## src/rtl/lbm_pkg.sv

```systemverilog
package lbm_pkg;

  typedef enum logic [1:0] {
    LBM_IDLE = 2'd0,
    LBM_ADDR = 2'd1,
    LBM_DATA = 2'd2
  } lbm_state_e;

  // A zero request is serviced as a single lword.
  function automatic int unsigned lbm_clamp_count(input int unsigned cnt);
    return (cnt == 0) ? 1 : cnt;
  endfunction

  // Length of the access opened now, given the lwords still owed.
  function automatic int unsigned lbm_access_len(input int unsigned remaining,
                                                 input logic burst_en,
                                                 input logic cont_en,
                                                 input int unsigned limit);
    if (!burst_en) return 1;
    if (cont_en) return remaining;
    return (remaining < limit) ? remaining : limit;
  endfunction

endpackage

```

## src/rtl/lbm_phase_timer.sv

```systemverilog
module lbm_phase_timer #(
  parameter int WSW = 4
) (
  input  logic           clk,
  input  logic           rst_n,
  input  logic           load,
  input  logic [WSW-1:0] wait_in,
  input  logic           in_data,
  input  logic           ready_n,
  input  logic           bterm_n,
  output logic           phase_end,
  output logic           bterm_hit
);

  logic [WSW-1:0] ws_q;
  logic [WSW-1:0] cnt_q;
  logic           wait_over;

  assign wait_over = (cnt_q == ws_q);
  assign bterm_hit = in_data && !bterm_n;
  assign phase_end = in_data && (!ready_n || !bterm_n || wait_over);

  always_ff @(posedge clk or negedge rst_n) begin
    if (!rst_n) begin
      ws_q <= '0;
    end else if (load) begin
      ws_q <= wait_in;
    end
  end

  always_ff @(posedge clk or negedge rst_n) begin
    if (!rst_n) begin
      cnt_q <= '0;
    end else if (!in_data || phase_end) begin
      cnt_q <= '0;
    end else begin
      cnt_q <= cnt_q + 1'b1;
    end
  end


  phase_len_chk: assert property (@(posedge clk) disable iff (!rst_n)
    in_data |-> (cnt_q <= ws_q));


  phase_restart_chk: assert property (@(posedge clk) disable iff (!rst_n)
    (in_data && phase_end) |=> (cnt_q == '0));

endmodule

```

## src/rtl/lbm_beat_track.sv

```systemverilog
module lbm_beat_track #(
  parameter int AW    = 32,
  parameter int CW    = 8,
  parameter int LIMIT = 4
) (
  input  logic          clk,
  input  logic          rst_n,
  input  logic          load,
  input  logic [AW-1:0] req_addr,
  input  logic [CW-1:0] req_count,
  input  logic          req_burst,
  input  logic          req_write,
  input  logic          cfg_cont,
  input  logic          open_access,
  input  logic          beat,
  output logic [AW-1:0] cur_addr,
  output logic          cur_wr,
  output logic          last_total,
  output logic          last_access
);
  import lbm_pkg::*;

  localparam int LWORD_BYTES = 4;
  localparam logic [AW-1:0] ADDR_STEP = AW'(LWORD_BYTES);

  logic [AW-1:0] addr_q;
  logic [CW-1:0] total_q;
  logic [CW-1:0] acc_q;
  logic          burst_q;
  logic          cont_q;
  logic          wr_q;
  logic [CW-1:0] open_len;
  logic [CW-1:0] load_total;

  assign open_len   = CW'(lbm_access_len(int'(total_q), burst_q, cont_q, LIMIT));
  assign load_total = CW'(lbm_clamp_count(int'(req_count)));

  always_ff @(posedge clk or negedge rst_n) begin
    if (!rst_n) begin
      addr_q  <= '0;
      total_q <= '0;
      acc_q   <= '0;
      burst_q <= 1'b0;
      cont_q  <= 1'b0;
      wr_q    <= 1'b0;
    end else if (load) begin
      addr_q  <= req_addr;
      total_q <= load_total;
      acc_q   <= '0;
      burst_q <= req_burst;
      cont_q  <= cfg_cont;
      wr_q    <= req_write;
    end else if (open_access) begin
      acc_q <= open_len;
    end else if (beat) begin
      addr_q  <= addr_q + ADDR_STEP;
      total_q <= total_q - 1'b1;
      acc_q   <= acc_q - 1'b1;
    end
  end

  assign cur_addr    = addr_q;
  assign cur_wr      = wr_q;
  assign last_total  = (total_q == CW'(1));
  assign last_access = (acc_q == CW'(1));


  limited_len_chk: assert property (@(posedge clk) disable iff (!rst_n)
    (!cont_q && burst_q) |-> (acc_q <= CW'(LIMIT)));


  single_len_chk: assert property (@(posedge clk) disable iff (!rst_n)
    !burst_q |-> (acc_q <= CW'(1)));


  addr_step_chk: assert property (@(posedge clk) disable iff (!rst_n)
    (beat && !load && !open_access) |=> (cur_addr - $past(cur_addr) == ADDR_STEP));

endmodule

```

## src/rtl/lbm_ctrl_fsm.sv

```systemverilog
module lbm_ctrl_fsm (
  input  logic clk,
  input  logic rst_n,
  input  logic req_valid,
  input  logic phase_end,
  input  logic bterm_hit,
  input  logic last_total,
  input  logic last_access,
  output logic load,
  output logic open_access,
  output logic in_data,
  output logic ads_n,
  output logic ale,
  output logic blast_n,
  output logic done
);
  import lbm_pkg::*;

  lbm_state_e state_q, state_d;
  logic       done_q;
  logic       reopen;

  assign load        = (state_q == LBM_IDLE) && req_valid;
  assign open_access = (state_q == LBM_ADDR);
  assign in_data     = (state_q == LBM_DATA);
  assign reopen      = last_access || bterm_hit;

  always_comb begin
    state_d = state_q;
    unique case (state_q)
      LBM_IDLE: if (req_valid) state_d = LBM_ADDR;
      LBM_ADDR: state_d = LBM_DATA;
      LBM_DATA: begin
        if (phase_end) begin
          if (last_total)  state_d = LBM_IDLE;
          else if (reopen) state_d = LBM_ADDR;
          else             state_d = LBM_DATA;
        end
      end
      default: state_d = LBM_IDLE;
    endcase
  end

  always_ff @(posedge clk or negedge rst_n) begin
    if (!rst_n) begin
      state_q <= LBM_IDLE;
      done_q  <= 1'b0;
    end else begin
      state_q <= state_d;
      done_q  <= in_data && phase_end && last_total;
    end
  end

  assign ads_n   = !open_access;
  assign ale     = open_access;
  assign blast_n = !(in_data && last_access);
  assign done    = done_q;


  ads_single_chk: assert property (@(posedge clk) disable iff (!rst_n)
    !ads_n |=> ads_n);


  ale_drop_chk: assert property (@(posedge clk) disable iff (!rst_n)
    ale |=> (!ale && in_data));


  blast_data_chk: assert property (@(posedge clk) disable iff (!rst_n)
    !blast_n |-> (!ale && ads_n));


  bterm_reopen_chk: assert property (@(posedge clk) disable iff (!rst_n)
    (phase_end && bterm_hit && !last_total) |=> !ads_n);


  bterm_final_chk: assert property (@(posedge clk) disable iff (!rst_n)
    (phase_end && bterm_hit && last_total) |=> (ads_n && done));


  done_pulse_chk: assert property (@(posedge clk) disable iff (!rst_n)
    done |=> !done);


  ack_idle_chk: assert property (@(posedge clk) disable iff (!rst_n)
    load |-> (ads_n && !in_data));

endmodule

```

## src/rtl/lbm_burst_seq.sv

```systemverilog
module lbm_burst_seq #(
  parameter int AW    = 32,
  parameter int CW    = 8,
  parameter int WSW   = 4,
  parameter int LIMIT = 4
) (
  input  logic           clk,
  input  logic           rst_n,
  input  logic           req_valid,
  output logic           req_ack,
  input  logic [AW-1:0]  req_addr,
  input  logic           req_write,
  input  logic [CW-1:0]  req_count,
  input  logic           req_burst,
  input  logic           cfg_cont,
  input  logic [WSW-1:0] cfg_wait,
  output logic [AW-1:0]  lb_addr,
  output logic           lb_wr,
  output logic           lb_ads_n,
  output logic           lb_ale,
  output logic           lb_blast_n,
  input  logic           lb_ready_n,
  input  logic           lb_bterm_n,
  output logic           beat_valid,
  output logic           done
);

  logic load;
  logic open_access;
  logic in_data;
  logic phase_end;
  logic bterm_hit;
  logic last_total;
  logic last_access;

  lbm_ctrl_fsm u_fsm (
    .clk         (clk),
    .rst_n       (rst_n),
    .req_valid   (req_valid),
    .phase_end   (phase_end),
    .bterm_hit   (bterm_hit),
    .last_total  (last_total),
    .last_access (last_access),
    .load        (load),
    .open_access (open_access),
    .in_data     (in_data),
    .ads_n       (lb_ads_n),
    .ale         (lb_ale),
    .blast_n     (lb_blast_n),
    .done        (done)
  );

  lbm_phase_timer #(.WSW(WSW)) u_timer (
    .clk       (clk),
    .rst_n     (rst_n),
    .load      (load),
    .wait_in   (cfg_wait),
    .in_data   (in_data),
    .ready_n   (lb_ready_n),
    .bterm_n   (lb_bterm_n),
    .phase_end (phase_end),
    .bterm_hit (bterm_hit)
  );

  lbm_beat_track #(.AW(AW), .CW(CW), .LIMIT(LIMIT)) u_track (
    .clk         (clk),
    .rst_n       (rst_n),
    .load        (load),
    .req_addr    (req_addr),
    .req_count   (req_count),
    .req_burst   (req_burst),
    .req_write   (req_write),
    .cfg_cont    (cfg_cont),
    .open_access (open_access),
    .beat        (phase_end),
    .cur_addr    (lb_addr),
    .cur_wr      (lb_wr),
    .last_total  (last_total),
    .last_access (last_access)
  );

  assign req_ack    = load;
  assign beat_valid = phase_end;


  beat_in_data_chk: assert property (@(posedge clk) disable iff (!rst_n)
    beat_valid |-> (lb_ads_n && !lb_ale));


  done_after_beat_chk: assert property (@(posedge clk) disable iff (!rst_n)
    done |-> $past(beat_valid));

endmodule

```

## config.mk

```make
export PLATFORM = sky130hd
export DESIGN_NAME = lbm_burst_seq
export DESIGN_NICKNAME = d
export VERILOG_FILES = /design/src/rtl/lbm_pkg.sv /design/src/rtl/lbm_phase_timer.sv /design/src/rtl/lbm_beat_track.sv /design/src/rtl/lbm_ctrl_fsm.sv /design/src/rtl/lbm_burst_seq.sv
export SDC_FILE = /design/constraint.sdc
export NUM_CORES = 1
export LEC_CHECK = 0
export BUFFER_PORTS_ARGS = -buffer_cell sky130_fd_sc_hd__buf_2
export CAP_MARGIN = 5
export CORE_MARGIN = 1.5
export CORE_UTILIZATION = 35
export CTS_CLUSTER_DIAMETER = 200
export DETAILED_ROUTE_END_ITERATION = 8
export SETUP_SLACK_MARGIN = 0.3
export SKIP_CTS_REPAIR_TIMING = 1
export SKIP_LAST_GASP = 1
export SYNTH_ARGS = -nofsm -noshare
export SYNTH_HDL_FRONTEND = slang
export SYNTH_HIERARCHICAL = 1
export SYNTH_SLANG_ARGS = --single-unit
```

## constraint.sdc

```tcl
create_clock -name clk -period 3.4 [get_ports clk]
set_clock_uncertainty 0.15 [all_clocks]
set_input_delay 0.17 -clock clk [delete_from_list [all_inputs] [get_ports clk]]
set_output_delay 0.17 -clock clk [all_outputs]
set_load 0.01 [all_outputs]
```

; Word level (Yosys, flattened, before mapping)
; Cells that the tools add are included.
[op_classes]
add_sub_neg = 4
n_lt_le_gt_ge = 1
n_eq_ne = 8
mux = 23
n_reduce_logical = 21
[op_table]
columns = operator, n
row1 = $mux 32, 3
row2 = $mux 8, 11
row3 = $add 32x3->32 const B, 1
row4 = $eq 8x1->1 const B, 2
row5 = $sub 8x1->8 const B, 2
row6 = $logic_not 8->1, 1
row7 = $lt 8x3->1 const B, 1
row8 = $mux 2, 4
row9 = $logic_and 1x1->1, 6
row10 = $pmux 2 s3, 1
row11 = $logic_not 1->1, 5
row12 = $add 4x1->4 const B, 1
row13 = $eq 4x4->1, 1
row14 = $logic_or 1x1->1, 4
row15 = $mux 4, 1
row16 = $ne 2x2->1 const B, 2
row17 = $reduce_and 2->1, 2
row18 = $mux 1, 3
row19 = $reduce_bool 3->1, 1
row20 = $eq 2x1->1 const B, 1
row21 = $eq 2x2->1 const B, 1
row22 = $logic_not 2->1, 1
row23 = $ne 2x1->1 const B, 1
row24 = $reduce_bool 2->1, 1
[totals]
regBits = 62
inputBits = 52
output_inout_bits = 39
word_cells = 67

; Depth between registers and ports, before layout
; Gate-level depths: netlist of the first run.
[depth]
depth_word = 7
depth_mapped = 9
mapped_depth_nobuf = 7

; By module
; The synthesis of the first run kept the hierarchy.
[modules_own_cells]
columns = mod, n_inst, cells_per_inst, area_per_inst_um2, seq_area_each_um2
row1 = lbm_beat_track, 1, 331, 3004.1, 1276.2
row2 = lbm_phase_timer, 1, 31, 387.9, 200.2
row3 = lbm_ctrl_fsm, 1, 14, 165.2, 75.1

; Worst setup path before layout of the first run
; Ideal clock, no wire load.
[synth_timing]
kind = register to register
startpoint = register u_timer.cnt_q[1]
endpoint = register u_track.addr_q[28] (netlist: u_track/cur_addr[28])
setup_ns = 0.082
arrival_ns = 2.452
required_ns = 3.168
setup_slack_ns = 0.717
stages_incl_launch_ff = 8
path_buffers = 0
synth_period_minus_slack_ns = 2.683
cell_sequence = dfrtp_1 > xor2_1 > nor4_1 > o21a_1 > nand3b_1 > or4_4 > or4_1 > a31oi_1
[synth_via]
elab_chain_cells = 5
[synth_lines]
columns = element, line
row1 = start: declaration, lbm_phase_timer.sv:16  ; logic [WSW-1:0] cnt_q;
row2 = start signal: assignment, lbm_phase_timer.sv:37  ; cnt_q <= cnt_q + 1'b1;
row3 = $eq 4x4->1, lbm_phase_timer.sv:19  ; assign wait_over = (cnt_q == ws_q);
row4 = $logic_or 1x1->1, lbm_phase_timer.sv:21  ; assign phase_end = in_data && (!ready_n || !bterm_n || wait_over);
row5 = $logic_and 1x1->1, lbm_phase_timer.sv:21
row6 = net beat_valid, lbm_burst_seq.sv:24  ; output logic beat_valid,
row7 = $reduce_bool 2->1 (no line), n/a
row8 = $reduce_and 2->1 (no line), n/a
row9 = end signal: assignment, lbm_beat_track.sv:47  ; addr_q <= req_addr;
row10 = end signal: assignment, lbm_beat_track.sv:56  ; addr_q <= addr_q + ADDR_STEP;
row11 = end: declaration, lbm_beat_track.sv:26  ; logic [AW-1:0] addr_q;
; The timed path passes the listed nets, and every way through them passes these cells.
; A chain may end at the register's enable or synchronous reset.

; Worst setup path after layout of the first run
[layout_timing]
startpoint = register u_timer.ws_q[1]
endpoint = register u_track.addr_q[18] (netlist: u_track/cur_addr[18])
[layout_via]
elab_chain_cells = 5
[layout_lines]
columns = element, line
row1 = start: declaration, lbm_phase_timer.sv:15  ; logic [WSW-1:0] ws_q;
row2 = start signal: assignment, lbm_phase_timer.sv:27  ; ws_q <= wait_in;
row3 = $eq 4x4->1, lbm_phase_timer.sv:19
row4 = $logic_or 1x1->1, lbm_phase_timer.sv:21
row5 = $logic_and 1x1->1, lbm_phase_timer.sv:21
row6 = $reduce_bool 2->1 (no line), n/a
row7 = $reduce_and 2->1 (no line), n/a
; Every way passes these cells.

==> metrics.md, run 1 <==
| Metric | Value |
|---|---|
| Status | `finished with violations` |
| Violated checks | `hold timing` |
| DPL Wire Length | `6.44 mm` |
| Ys flop type | `dfrtp_1` |
| Number of buffers created by CTS | `9` |
| Register area share after synthesis | `43.6%` |
| CP arrival | `2.86 ns` |
| VDD IR-drop max | `0.292 mV` |
| CP Data Required Time | `3.50 ns` |
| Initial cell density of the core | `36.2%` |
| Setup violators final | `0` |
| Synth Area in Compound Gates | `between 10% and 20%` |
| Crit Reg-Reg Endpoint | `u_track/cur_addr[18]` |
| RSZ-0062 raised after global routing | `false` |
| Layout net count | `565` |
| # rows | `36` |
| Vias/cell | `5.24` |
| Max_cap viols | `0` |
| Unique masters post-synth | `between 60 and 70` |
| FMAX | `363 MHz` |
| DRC | `0` |
| Post-Synthesis Cells | `376` |
| Clock root buffer | `clkbuf_8` |
| Startpoint types | `flop` |
| Worst setup path class | `reg2reg` |
| Hold Vio Cnt, Final | `1` |
| Core area | `0.00982 mm²` |
| Reg2reg setup slack | `0.64 ns` |
| Area Overhead vs Synth | `34.0%` |
| Yosys warns | `6` |
| Post-DRT Antenna Nets | `0` |
| Largest family of logic cells by synthesized area | `simple AND/OR/NAND/NOR gates` |
| Initial antenna violation count | `0` |
| I/O Buffers | `90` |
| Number of flops mapped to enable cells by yosys | `0` |
| Die ar. | `0.0108 mm²` |
| Rel. slew slack | `50.0%` |
| Reg2Reg Depth | `7` |
| Cell area after layout | `0.00477 mm²` |
| # IOs | `91` |
| Worst hold stages | `3` |
| HP Class | `in2reg` |
| DIE HEIGHT | `104 µm` |
| CTS tree | `yes` |
| Wire length of the first global-routing pass | `15.5 mm` |
| Adder-cell area share of the yosys netlist | `around 2.1%` |
| Syn Area/Cell | `~9.5 µm²` |
| DRT Pass-1 Iters | `5` |
| Gr ovfl total | `0` |
| Synth Cell Area | `0.00356 mm²` |
| Tcrit/Tclk final | `between 80 and 90%` |
| H-tree Lvls | `3` |
| Vias in the first global route | `3144` |
| Post-DP Area | `0.00413 mm²` |
| Syn nets | `between 400 and 500` |
| Die Wd | `between 100 and 150 µm` |
| Mux cell area share after synthesis | `~3.1%` |
| TritonCTS Sinks | `62` |
| N_diodes | `0` |
| All-layer global routing usage | `17.7%` |
| Detailed Route Iter0 Violations | `about 150` |
| TNS Setup | `0 ns` |
| CTS Buffer Depth | `2` |
| Seq cells post-synth | `62` |
| Reg clk slew, reported paths | `0.07 ns` |
| Hold WS | `-0.0572 ns` |
| Ys async rst share | `100%` |
| Worst Max-Slew Pin Slew | `0.750 ns` |
| GP Congestion | `0.766` |
| Vias | `3372` |
| Min Tclk post-route | `2.76 ns` |
| Hold path endpoint | `u_track/cur_addr[20]` |
| Cell Pwr Density | `~770 mW/mm²` |
| Hold_sp | `req_addr[20]` |
| Critical Path Fanout Max | `9` |
| Critical path origin | `u_timer/ws_q[1]` |
| FF-to-FF Start | `u_timer/ws_q[1]` |
| DRT Wirelength | `about 9.5 mm` |
| Avg WL per Cell | `between 10 and 15 µm` |
| Critical path capture point type | `flop` |
| Total power | `3.66 mW` |
| Synth Area in Simple Gates | `roughly a quarter` |
| Leak | `2.06 nW` |
| Worst-skew pair later-pin latency | `0.34 ns` |
| XOR/XNOR Fraction of Synth Area | `6.86%` |
| Share of cells above drive strength 1 | `26.8%` |
| Largest net degree at the start of global routing | `75` |
| Final slew viol count | `0` |
-- synthesized netlist by cell type, types with 8 or more instances --
| cell | count | area, µm² |
|---|---|---|
| dfrtp_1 | 62 | 1550 |
| nand2_1 | 37 | 139 |
| nor2_1 | 28 | 105 |
| o21ai_0 | 26 | 130 |
| clkbuf_1 | 17 | 63.8 |
| nand3_1 | 16 | 80.1 |
| a31oi_1 | 14 | 87.6 |
| xnor2_1 | 13 | 114 |
| xor2_1 | 13 | 114 |
| inv_1 | 10 | 37.5 |
| and3_1 | 9 | 56.3 |
| nor4_1 | 9 | 56.3 |
| nand4_1 | 8 | 50.1 |
-- cell families after synthesis --
logic type,after synthesis
simple gates,157
mux,10
buf+inv,33
xor+xnor,27
compound gates,81
flops,62
fa+ha+maj,6
-- power by group --
group          leakage [nW]  switching, mW  internal (mW)
combinational          1.21          0.848          0.754
clock                0.0910          0.288          0.296
sequential            0.751          0.416           1.06
-- layout by cell type, fill, tap and decap left out, types with 6 or more instances in the layout --
cell	instances
a21oi_1	6
nand2_1	37
xnor2_1	13
dlygate4sd3_1	46
buf_2	90
mux2_2	7
dfrtp_1	62
nor4_1	9
nor3_1	7
nand3_1	16
a31oi_1	14
inv_1	10
clkbuf_8	11
o31ai_1	6
o21ai_0	26
ha_1	6
nand4_1	8
and3_1	9
xor2_1	13
nor2_1	28
-- sequential cells by signal, indices dropped and copies added, names as in the netlist --
register / count
u_fsm/state_q: 2
u_track/cur_wr: 1
u_track/cur_addr: 32
u_fsm/done: 1
u_track/total_q: 8
u_track/burst_q: 1
u_track/acc_q: 8
u_track/cont_q: 1
u_timer/cnt_q: 4
u_timer/ws_q: 4
-- cell type report --
class,count,area (µm²)
Clock inverter,4,22.5
Multi-Input combinational cell,281,1880
Clock buffer,11,151
Inverter,12,45.0
Fill cell,964,5050
Timing Repair Buffer,141,948
Sequential cell,62,1550
Tap cell,133,166
-- worst max-delay path, cell delays in order (launching register included) --
cell      delay (ns)
dfrtp_1         0.40
xor2_1          0.19
nor4_1          0.30
o21a_1          0.26
nand3b_1        0.17
or4_1           0.63
or3_1           0.39
a31oi_1         0.18
-- per-stage QoR --
stage | worst slack (ns) | instances | utilization (%)
2_1_floorplan | 0.717 | 376 | -
4_1_cts | 0.616 | 598 | 43.8
5_1_grt | 0.470 | 644 | 48.5
3_5_place_dp | 0.632 | 583 | 42.1
3_3_place_gp | 0.710 | 583 | 42.1
6_report | 0.643 | 644 | 48.5
-- worst max-delay path by stage --
stage | end | slack (ns) | depth (start not counted)
floorplan | u_track/cur_addr[28] | 0.72 | 7
global placement | u_track/cur_addr[28] | 0.71 | 7
detailed placement | u_track/cur_addr[28] | 0.63 | 7
CTS | u_track/cur_addr[28] | 0.62 | 7
global route | u_track/cur_addr[20] | 0.47 | 7
finish | u_track/cur_addr[18] | 0.64 | 7
-- metal layers --
layer  vias to the layer above  global-route usage (%)  wire length, µm
met5                         -                       0                0
met4                         0                    7.34              198
met3                        16                    2.89              362
met2                        92                    28.9             4700
met1                      1630                    23.3             4280
li1                       1634                       -                -
Power figures use the tool's default switching activity.
==> run 2, diff against run 1 <==
Settings changed: ABC_AREA set to 1.
Clock period 3.4 ns to 2.7 ns, I/O delays scaled along.
==> metrics.md, run 2 <==
| Metric | Value |
|---|---|
| Status | `finished with violations` |
| Violated checks | `hold timing` |
| Syn Area/Cell | `6.65 µm² (-30%)` |
| DRT Wirelength | `12.4 mm (+29%)` |
| CP Data Required Time | `2.76 ns (-0.74 ns)` |
| Rel. slew slack | `30.2% (-20 points)` |
| Commonest non-fill, non-tap cell in the layout | `nand2_1` |
| Wire length of the first global-routing pass | `19.4 mm (+25%)` |
| Layout net count | `804 (+42%)` |
| CTS tree | `yes` |
| CP bufs+invs | `2 (+2)` |
| Hold Vio Cnt, Final | `7 (+6)` |
| Detailed Route Iter0 Violations | `342 (+130%)` |
| Syn nets | `671 (+55%)` |
| Initial antenna violation count | `0 (unchanged)` |
| Leak | `2.66 nW (+29%)` |
| Setup violators final | `0 (unchanged)` |
| Crit-path cells | `nor3_2 > buf_4 > nor2_1 > inv_1 > a21oi_1 > nand2_1 > o21ai_0` |
| Hold WS | `-0.0214 ns (+0.0358 ns)` |
| Fillcell total | `1168 (+21%)` |
| Avg WL per Cell | `13.8 µm (-6.7%)` |
| Tcrit/Tclk final | `77.4% (-3.7 points)` |
| FMAX | `479 MHz (+32%)` |
| Ys flop type | `dfrtp_1` |
| Slowest stage cell, crit path | `buf_4` |
| Commonest cells after routing, fill and taps aside | `nand2_1 (219), buf_2 (90), nor2_1 (79), inv_1 (71), dfrtp_1 (62)` |
| Top delay family on crit path | `buffers and inverters` |
| Share of cells above drive strength 1 | `18.4% (-8.4 points)` |
| Clock root buffer | `clkbuf_16` |
| Top-area cell type share of the netlist area | `38.1% (-5.5 points)` |
| Final slew viol count | `0 (unchanged)` |
| Critical Path Fanout Max | `47 (+38)` |
| Cell Pwr Density | `1090 mW/mm² (+42%)` |
| HP Class | `in2reg` |
| Synth top area cells | `dfrtp_1 (38%), nand2_1 (20%), nor2_1 (7.3%)` |
| Number of buffers created by CTS | `9 (unchanged)` |
| VDD IR-drop max | `0.425 mV (+46%)` |
| GP Congestion | `0.897 (+17%)` |
| Largest net degree at the start of global routing | `48 (-36%)` |
| Max_cap viols | `0 (unchanged)` |
| Vias | `4410 (+31%)` |
| Sw frac | `45.0% (+2.7 points)` |
| Worst-skew pair later-pin latency | `0.33 ns (about the same)` |
| Yosys top cell by area | `dfrtp_1` |
| All-layer global routing usage | `19.5% (+1.8 points)` |
| Die Wd | `111 µm (+6.8%)` |
| Number of flops mapped to enable cells by yosys | `0 (unchanged)` |
| TritonCTS Sinks | `62 (unchanged)` |
| Register share of total power | `31.8% (-8.6 points)` |
| DIE HEIGHT | `111 µm (+6.8%)` |
| Unique masters post-synth | `32 (-52%)` |
| Startpoint types | `flop` |
| Clock Power Share | `21.6% (+5.7 points)` |
| H-tree Lvls | `3 (unchanged)` |
| DRT Pass-1 Iters | `5 (unchanged)` |
| Top-count cell post-synth | `nand2_1` |
| I/O Buffers | `90 (unchanged)` |
| RSZ-0062 raised after global routing | `false` |
| Worst setup path class | `reg2reg` |
| Yosys warns | `6 (unchanged)` |
| Max reg flops | `32 (unchanged)` |
| Min Tclk post-route | `2.09 ns (-0.667 ns)` |
| Gr ovfl total | `0 (unchanged)` |
| Synth Cell Area | `0.00408 mm² (+15%)` |
| # rows | `39 (+8.3%)` |
| Top cells by count, synth | `nand2_1 (219), nor2_1 (79), inv_1 (72)` |
| Ys async rst share | `100% (unchanged)` |
| Core area | `0.0114 mm² (+16%)` |
| Critical path capture point type | `flop` |
| Vias in the first global route | `4110 (+31%)` |
| Initial cell density of the core | `35.8% (-0.38 points)` |
| N_diodes | `0 (unchanged)` |
| Post-Synthesis Cells | `613 (+63%)` |
| Reg clk slew, reported paths | `0.06 ns (about the same)` |
| Area Overhead vs Synth | `32.4%` |
| Combinational fraction of design power | `46.6% (+2.9 points)` |
| CP arrival | `2.15 ns (-0.71 ns)` |
| # IOs | `91 (unchanged)` |
| P_int | `3.24 mW (+53%)` |
| Reg2reg setup slack | `0.61 ns (-0.03 ns)` |
| Net Switching | `2.65 mW (+71%)` |
| Worst path max stage delay | `0.49 ns (-0.14 ns)` |
| Seq cells post-synth | `62 (unchanged)` |
| Register area share after synthesis | `38.1% (-5.5 points)` |
| Worst Max-Slew Pin Slew | `1.05 ns (+0.296 ns)` |
| Die ar. | `0.0123 mm² (+14%)` |
| Vias/cell | `4.94 (-5.7%)` |
| CTS Buffer Depth | `2 (unchanged)` |
| TNS Setup | `0 ns (unchanged)` |
| Post-DRT Antenna Nets | `0 (unchanged)` |
| DPL Wire Length | `8.94 mm (+39%)` |
| DRC | `0 (unchanged)` |
run 2: cell count changes after synthesis, moves of 9 or more:
cell / previous run / this run
a31oi_1: 14 / 2
and3_1: 9 / 0
clkbuf_1: 17 / 2
inv_1: 10 / 72
nand2_1: 37 / 219
nand3_1: 16 / 54
nor2_1: 28 / 79
nor4_1: 9 / 0
run 2: per-stage QoR:
stage	area [µm²]	setup slack (ns)	power [mW]	utilization (%)	std cells
global route	5400	0.354	6.35	47.5	893
floorplan	4080	0.307	3.61	-	613
finish	5400	0.610	5.88	47.5	893
CTS	5020	0.514	5.81	44.1	855
global placement	4690	0.639	4.44	41.3	840
detailed placement	4690	0.543	4.50	41.3	840
run 2: path summary, 6_finish.rpt:
path | start | end | cells past startpoint
worst max-delay path | u_fsm/state_q[0] | u_track/acc_q[1] | 7
worst min-delay path | req_addr[18] | u_track/cur_addr[18] | 4
worst max register to register | u_fsm/state_q[0] | u_track/acc_q[1] | 7
worst min register to register | u_track/cur_addr[1] | u_track/cur_addr[1] | 2
max in group asynchronous | rst_n | u_track/cur_addr[28] | 3
min in group asynchronous | rst_n | u_timer/ws_q[3] | 2
run 2: final cells by class:
class | count | area [µm²] | area share, %
inverter | 75 | 285 | 5.29
timing repair buffer | 136 | 883 | 16.4
sequential | 62 | 1550 | 28.8
multi-input combinational | 462 | 2170 | 40.3
clock inverter | 3 | 67.6 | 1.25
tap | 143 | 179 | 3.32
clock buffer | 12 | 256 | 4.75
run 2: power by group through the flow:
stage / clock (mW) / sequential (mW) / combinational (mW)
2_1_floorplan: 0 / 1.82 / 1.79
3_3_place_gp: 0 / 1.86 / 2.58
3_5_place_dp: 0 / 1.87 / 2.63
4_1_cts: 1.31 / 1.86 / 2.65
5_1_grt: 1.34 / 1.93 / 3.08
6_report: 1.27 / 1.87 / 2.74
run 2: layer usage:
| layer | global-route usage [%] | up-vias | routed length (µm) |
|---|---|---|---|
| met5 | 0 | - | 0 |
| met4 | 5.90 | 0 | 189 |
| met3 | 3.88 | 17 | 810 |
| met2 | 33.3 | 138 | 5860 |
| met1 | 25.0 | 2058 | 5490 |
| li1 | - | 2197 | - |
run 2: logic make-up (layout without fill, tap and decap cells):
family	Yosys count	after routing	share of synthesized area, %
compound gates	58	58	8.63
fa+ha+maj	6	6	1.84
simple gates	381	381	39.1
xor+xnor	17	17	3.65
buf+inv	89	226	8.75
flops	62	62	38.1
run 2: worst min-delay path, delay by kind of cell:
| family | cells | cell delay [ns] |
|---|---|---|
| AOI/OAI and AO/OA | 2 | 0.15 |
| buffers and inverters | 1 | 0.08 |
| and+or+nand+nor | 1 | 0.05 |
